### src/rtl/tgt_addr_seq_pkg.sv
package tgt_addr_seq_pkg;
  typedef enum logic [0:0] {
    SQ_IDLE = 1'b0,
    SQ_SEND = 1'b1
  } sq_state_e;
endpackage

### src/rtl/tgt_span_decode.sv
module tgt_span_decode #(
  parameter int ADDR_W   = 32,
  parameter int NARROW_W = 16,
  parameter int WIDE_W   = 32,
  parameter int SPAN_W   = 6,
  parameter int CNT_W    = 2
) (
  input  logic [SPAN_W-1:0] span,
  input  logic              wide,
  output logic [ADDR_W-1:0] mask,
  output logic [CNT_W-1:0]  nwords
);
  localparam int EXT_W = SPAN_W + 2;

  logic [EXT_W-1:0] span_eff;
  logic [EXT_W-1:0] cnt_narrow;
  logic [EXT_W-1:0] cnt_wide;

  always_comb begin
    if (span == '0) begin
      span_eff = EXT_W'(1);
    end else if (EXT_W'(span) > EXT_W'(ADDR_W)) begin
      span_eff = EXT_W'(ADDR_W);
    end else begin
      span_eff = EXT_W'(span);
    end
  end

  genvar gi;
  generate
    for (gi = 0; gi < ADDR_W; gi++) begin : g_mask
      assign mask[gi] = (EXT_W'(gi) < span_eff);
    end
  endgenerate

  always_comb begin
    cnt_narrow = (span_eff + EXT_W'(NARROW_W - 1)) / EXT_W'(NARROW_W);
    cnt_wide   = (span_eff + EXT_W'(WIDE_W - 1)) / EXT_W'(WIDE_W);
    nwords     = wide ? CNT_W'(cnt_wide) : CNT_W'(cnt_narrow);
  end
endmodule

### src/rtl/tgt_word_format.sv
module tgt_word_format #(
  parameter int ADDR_W   = 32,
  parameter int NARROW_W = 16,
  parameter int WIDE_W   = 32,
  parameter int CNT_W    = 2
) (
  input  logic [ADDR_W-1:0] addr,
  input  logic [CNT_W-1:0]  idx,
  input  logic              wide,
  input  logic              dac,
  input  logic              burst,
  output logic [WIDE_W-1:0] word,
  output logic [1:0]        side
);
  logic [ADDR_W-1:0]   narrow_sh;
  logic [ADDR_W-1:0]   wide_sh;
  logic [NARROW_W-1:0] narrow_chunk;
  logic [WIDE_W-1:0]   wide_chunk;

  always_comb begin
    narrow_sh    = addr >> (32'(idx) * NARROW_W);
    wide_sh      = addr >> (32'(idx) * WIDE_W);
    narrow_chunk = narrow_sh[NARROW_W-1:0];
    wide_chunk   = WIDE_W'(wide_sh);
    if (wide) begin
      word = wide_chunk;
      side = {burst, dac};
    end else begin
      word = '0;
      word[NARROW_W-1:0] = narrow_chunk;
      word[NARROW_W]     = dac;
      word[NARROW_W+1]   = burst;
      side = 2'b00;
    end
  end
endmodule

### src/rtl/tgt_addr_seq.sv
module tgt_addr_seq #(
  parameter int ADDR_W   = 32,
  parameter int NARROW_W = 16,
  parameter int WIDE_W   = 32,
  parameter int CMD_W    = 4,
  parameter int BAR_W    = 3,
  parameter int SPAN_W   = 6
) (
  input  logic              clk,
  input  logic              rst_n,
  input  logic              mode_wide,
  input  logic              txn_valid,
  input  logic [ADDR_W-1:0] txn_addr,
  input  logic [CMD_W-1:0]  txn_cmd,
  input  logic [BAR_W-1:0]  txn_bar,
  input  logic [SPAN_W-1:0] txn_span,
  input  logic              txn_dac,
  input  logic              txn_burst,
  input  logic              app_ready,
  input  logic              app_en_n,
  output logic              req_n,
  output logic [CMD_W-1:0]  cmd_out,
  output logic [BAR_W-1:0]  bar_out,
  output logic [WIDE_W-1:0] word_out,
  output logic [1:0]        side_out,
  output logic              last_n
);
  import tgt_addr_seq_pkg::*;

  localparam int MAX_WORDS = (ADDR_W + NARROW_W - 1) / NARROW_W;
  localparam int CNT_W     = $clog2(MAX_WORDS + 1);

  sq_state_e         state_q, state_d;
  logic [ADDR_W-1:0] addr_q;
  logic [CMD_W-1:0]  cmd_q;
  logic [BAR_W-1:0]  bar_q;
  logic              dac_q, burst_q, wide_q;
  logic [CNT_W-1:0]  nw_q, idx_q, idx_d;
  logic [ADDR_W-1:0] dec_mask;
  logic [CNT_W-1:0]  dec_nw;
  logic              load, fire, final_word;

  tgt_span_decode #(
    .ADDR_W(ADDR_W), .NARROW_W(NARROW_W), .WIDE_W(WIDE_W),
    .SPAN_W(SPAN_W), .CNT_W(CNT_W)
  ) u_decode (
    .span(txn_span), .wide(mode_wide), .mask(dec_mask), .nwords(dec_nw)
  );

  tgt_word_format #(
    .ADDR_W(ADDR_W), .NARROW_W(NARROW_W), .WIDE_W(WIDE_W), .CNT_W(CNT_W)
  ) u_format (
    .addr(addr_q), .idx(idx_q), .wide(wide_q), .dac(dac_q),
    .burst(burst_q), .word(word_out), .side(side_out)
  );

  always_comb begin
    load       = (state_q == SQ_IDLE) && txn_valid;
    final_word = (state_q == SQ_SEND) && (idx_q == nw_q - CNT_W'(1));
    fire       = (state_q == SQ_SEND) && app_ready && !app_en_n;
    state_d    = state_q;
    idx_d      = idx_q;
    if (load) begin
      state_d = SQ_SEND;
      idx_d   = '0;
    end else if (fire) begin
      if (final_word) begin
        state_d = SQ_IDLE;
        idx_d   = '0;
      end else begin
        idx_d = idx_q + CNT_W'(1);
      end
    end
  end

  always_ff @(posedge clk or negedge rst_n) begin
    if (!rst_n) begin
      state_q <= SQ_IDLE;
      idx_q   <= '0;
    end else begin
      state_q <= state_d;
      idx_q   <= idx_d;
    end
  end

  always_ff @(posedge clk or negedge rst_n) begin
    if (!rst_n) begin
      addr_q  <= '0;
      cmd_q   <= '0;
      bar_q   <= '0;
      dac_q   <= 1'b0;
      burst_q <= 1'b0;
      wide_q  <= 1'b0;
      nw_q    <= CNT_W'(1);
    end else if (load) begin
      addr_q  <= txn_addr & dec_mask;
      cmd_q   <= txn_cmd;
      bar_q   <= txn_bar;
      dac_q   <= txn_dac;
      burst_q <= txn_burst;
      wide_q  <= mode_wide;
      nw_q    <= dec_nw;
    end
  end

  assign req_n   = (state_q != SQ_SEND);
  assign last_n  = !final_word;
  assign cmd_out = cmd_q;
  assign bar_out = bar_q;

  p_start_r2: assert property (@(posedge clk) disable iff (!rst_n)
    (req_n && txn_valid) |=> !req_n);
  p_ctx_stable_r2: assert property (@(posedge clk) disable iff (!rst_n)
    (!req_n && !(app_ready && !app_en_n && !last_n)) |=>
      (!req_n && $stable(cmd_out) && $stable(bar_out)));
  p_hold_r3: assert property (@(posedge clk) disable iff (!rst_n)
    (!req_n && !(app_ready && !app_en_n)) |=>
      ($stable(word_out) && $stable(side_out) && $stable(last_n)));
  p_last_active_r8: assert property (@(posedge clk) disable iff (!rst_n)
    !last_n |-> !req_n);
  p_drop_r9: assert property (@(posedge clk) disable iff (!rst_n)
    (!req_n && !last_n && app_ready && !app_en_n) |=> req_n);
  p_side_narrow_r6: assert property (@(posedge clk) disable iff (!rst_n)
    (!req_n && !wide_q) |-> (side_out == 2'b00 && word_out[WIDE_W-1:NARROW_W+2] == '0));
endmodule

### config.mk
export PLATFORM = sky130hd
export DESIGN_NAME = tgt_addr_seq
export DESIGN_NICKNAME = d
export VERILOG_FILES = /design/src/rtl/tgt_addr_seq_pkg.sv /design/src/rtl/tgt_span_decode.sv /design/src/rtl/tgt_word_format.sv /design/src/rtl/tgt_addr_seq.sv
export SDC_FILE = /design/constraint.sdc
export NUM_CORES = 1
export LEC_CHECK = 0
export ABC_CLOCK_PERIOD_IN_PS = 1200
export BUFFER_PORTS_ARGS = -buffer_cell sky130_fd_sc_hd__buf_4
export CAP_MARGIN = 20
export CORE_UTILIZATION = 30
export CTS_CLUSTER_SIZE = 28
export DETAILED_ROUTE_END_ITERATION = 12
export PLACE_DENSITY = 0.54
export SYNTH_ARGS = -nofsm -noshare
export SYNTH_HDL_FRONTEND = slang
export SYNTH_SLANG_ARGS = --single-unit
### constraint.sdc
create_clock -name clk -period 1.2 [get_ports clk]
set_input_delay 0.12 -clock clk [delete_from_list [all_inputs] [get_ports clk]]
set_output_delay 0.12 -clock clk [all_outputs]
set_load 0.005 [all_outputs]
==> results.txt <==
----------------------------------------------------
[Run status]
  Run status ... finished with violations
  Failing checks ... negative setup slack

[Synth]
  Main area contributors after synthesis ... dfrtp_1 (46%), nand2_1 (8.5%), a22o_1 (7.7%)
  Most instantiated cells after synthesis ... nand2_1 (57), dfrtp_1 (46), a22o_1 (22), a32o_1 (15), and3_1 (14)
  Number of synthesized register bits ... 47
  Synthesized instance count ... 263
  Dominant cell by count in the synthesized netlist ... nand2_1
  Distinct cell type count after synthesis ... 43
  Top cell type by total area after synthesis ... dfrtp_1
  Share of Yosys cell area claimed by the top area cell type ... 46.0%
  Warning count from the yosys run ... 0
  Count of flip-flops with a built-in enable after synthesis ... 0
  Most used flip-flop cell after synthesis ... dfrtp_1
  Part of the Yosys area used for sequential elements ... 47.0%
  Mapped Avg Cell Area ... 9.52 µm²
  Fraction of synthesis flops using an asynchronous set or reset pin ... 100%
  Synthesized Nets ... 316
  Post-synthesis instance area ... 2500 µm²

[Cells and area]
  Post-layout nets ... 454
  Area growth, synth to finish ... 68.3%
  Filler Cells Inserted ... 730
  Diode insertion count for antenna repair ... 0
  Layout cell share with drive strength beyond 1 ... 51.2%
  Multi-input logic area ... 1410 µm²
  Register area ... 1180 µm²

[Clock tree]
  Later-pin clock latency in the skew report ... 0.30 ns
  H-tree depth ... 2
  Clock tree from TritonCTS ... done
  Clock buffer count from CTS ... 5
  Clock slew seen by the registers of the worst setup and hold paths ... 0.09 ns
  Number of sinks on the clock net ... 47
  Root Buffer ... clkbuf_8
  Largest buffer count on any clock path ... 2

[Worst setup path]
  Biggest fanout along the worst timing path ... 4
  Critical path's largest stage delay ... 0.46 ns
  Required time of the worst setup path ... 1.08 ns
  Critical path, cell by cell ... xnor2_1, mux2i_1, nand2_1, buf_4
  Crit-path slowest cell ... dfrtp_1
  Critical Path Source Type ... register
  Signal arrival time at the worst endpoint ... 1.50 ns
  CP top delay family ... flip-flops
  Bufs and invs on worst path ... 1
  Critical path start-end classification ... register to output port
  Capturing element type of the critical path ... output port

[Min path]
  Hold crit path type ... input port to register

[Routing]
  Drt total wl ... 8260 µm
  Remaining number of nets flagged by the antenna check after routing ... 0
  DRC ... 0
  Number of detailed-routing iterations run before antenna repair ... 4
  Number of violations reported at the end of detailed-routing iteration 0 ... 99
  Via total after detailed routing ... 2562
  DR WL/cell ... 16.4 µm
  Ratio of routed vias to standard cells ... 5.08

[Power and ir drop]
  Power density cells ... 2110 nW/µm²
  Maximum vdd ir drop ... 736 µV
  Leak Pwr ... 2.04 nW

[Die]
  Die Ht ... 93.4 µm
  Initial core utilization ... 31.7%
  Rows ... 32
  Boundary pin count ... 96
  Core ar. ... 7890 µm²
  Overall die width ... 93.4 µm
  Area enclosed by the die boundary ... 8720 µm²

[Place]
  Port Buf Inserts ... 95
  Placed wire-length estimate after detailed placement ... 5800 µm
  Final Wtd Congestion ... 0.827

[GRT]
  Pin count of the biggest net entering global routing ... 33
  Aggregate global routing overflow ... 0
  Via count of the first global-routing pass ... 2631
  Antenna violations before repair ... 0
  Total routing resource utilization after global routing ... 19.7%
  First-pass GRT wire length ... 13100 µm

[STA]
  Hold Slack ... 0.0120 ns
  Final critical-path setup slack ... -0.418 ns
  Pin slew with the least headroom to its limit ... 0.348 ns
  Unrepaired setup endpoints after global routing ... true
  Hold violation total from the final report ... 0
  Fmax ... 618 MHz
  Relative slew slack ... 76.6%
  Number of endpoints failing setup at the final stage ... 76
  Period utilization ... 135%
  Final Critical Period ... 1.62 ns
  Max-slew violation count ... 0
  Final sum of negative setup slack ... -15.32 ns
  Maximum clock skew at final layout ... 0.00497 ns

[Flow run]
  # Max-Cap Violations ... 0

----------------------------------------------------
final cells by class:
type,instances,share of cell area [%]
multi-input cells,190,33.6
well taps,102,3.03
flip-flops and latches,47,28.0
inverters,5,0.445
clock inverters,2,1.43
repair buffers,152,31.8
clock buffers,6,1.72
worst min-delay path, cell delays in order:
cell and delay (ns):
buf_4 0.08, nand2_2 0.04, nand2_1 0.04
power breakdown:
part | switching [mW] | internal [mW]
clock | 0.568 | 0.833
sequential | 0.581 | 2.30
combinational | 1.92 | 2.68
through the flow:
stage	worst slack (ns)	instances	utilization, %	instance area [µm²]	power [mW]
floorplan	-0.138	263	-	2540	4.67
global placement	-0.127	479	45.5	3590	6.48
detailed placement	-0.133	479	45.5	3590	6.54
CTS	-0.411	501	50.8	4010	8.44
global route	-0.495	504	53.4	4210	9.47
finish	-0.418	504	53.4	4210	8.88
what timing repair did:
item / in CTS / in global routing
resized for setup: 44 / 51
hold buffers: 8 / 0
endpoints found under the setup margin: 76 / 83
pin swaps: 24 / 25
gates cloned: 3 / 1
endpoints found under the hold margin: 41 / 0
buffers inserted: 5 / 3
path summary, 6_finish.rpt:
| path | startpoint | to | slack [ns] | cells past startpoint |
|---|---|---|---|---|
| max in group asynchronous | rst_n | addr_q[16] | 0.51 | 3 |
| min reg2reg | cmd_out[2] | cmd_out[2] | 0.48 | 2 |
| max | nw_q[1] | last_n | -0.42 | 4 |
| max reg2reg | state_q | addr_q[12] | -0.17 | 5 |
| min in group asynchronous | rst_n | addr_q[5] | 0.24 | 2 |
| min | txn_cmd[2] | cmd_out[2] | 0.01 | 3 |
cells by family after synthesis:
| logic type | synth area share [%] |
|---|---|
| and+or+nand+nor | 23.7 |
| xor gates and xnor gates | 0.350 |
| buffers and inverters | 6.05 |
| DFF | 47.0 |
| muxes | 0.400 |
| AOI/OAI and AO/OA | 22.4 |
layout by cell type (no fill, tap or decap), types with 3 or more instances in the layout:
| master | instances |
|---|---|
| nor2_4 | 3 |
| nand3_1 | 10 |
| dlygate4sd3_1 | 8 |
| dfrtp_1 | 44 |
| o21ai_0 | 5 |
| buf_4 | 117 |
| a22o_1 | 22 |
| inv_1 | 4 |
| buf_6 | 18 |
| nand2_1 | 31 |
| nor2_1 | 4 |
| buf_12 | 7 |
| nand2b_1 | 6 |
| o21ai_1 | 6 |
| o21ai_2 | 5 |
| nand2_4 | 10 |
| a32o_1 | 15 |
| and3_1 | 14 |
| clkbuf_8 | 5 |
| nand2_2 | 16 |
| a21oi_1 | 5 |
sequential cells by signal (all words and copies together) (netlist names):
| name | cells |
|---|---|
| burst_q | 1 |
| state_q | 1 |
| idx_q | 2 |
| cmd_out | 4 |
| nw_q | 2 |
| wide_q | 1 |
| addr_q | 32 |
| bar_out | 3 |
| dac_q | 1 |
layer usage:
| layer | GRT usage [%] | routed length [µm] | vias to the layer above |
|---|---|---|---|
| met1 | 27.4 | 3930 | 1247 |
| met4 | 5.77 | 145 | 0 |
| li1 | - | - | 1240 |
| met3 | 3.01 | 312 | 12 |
| met5 | 0 | 0 | - |
| met2 | 31.6 | 3880 | 63 |
Note: power is estimated with default switching activity, not from simulation.
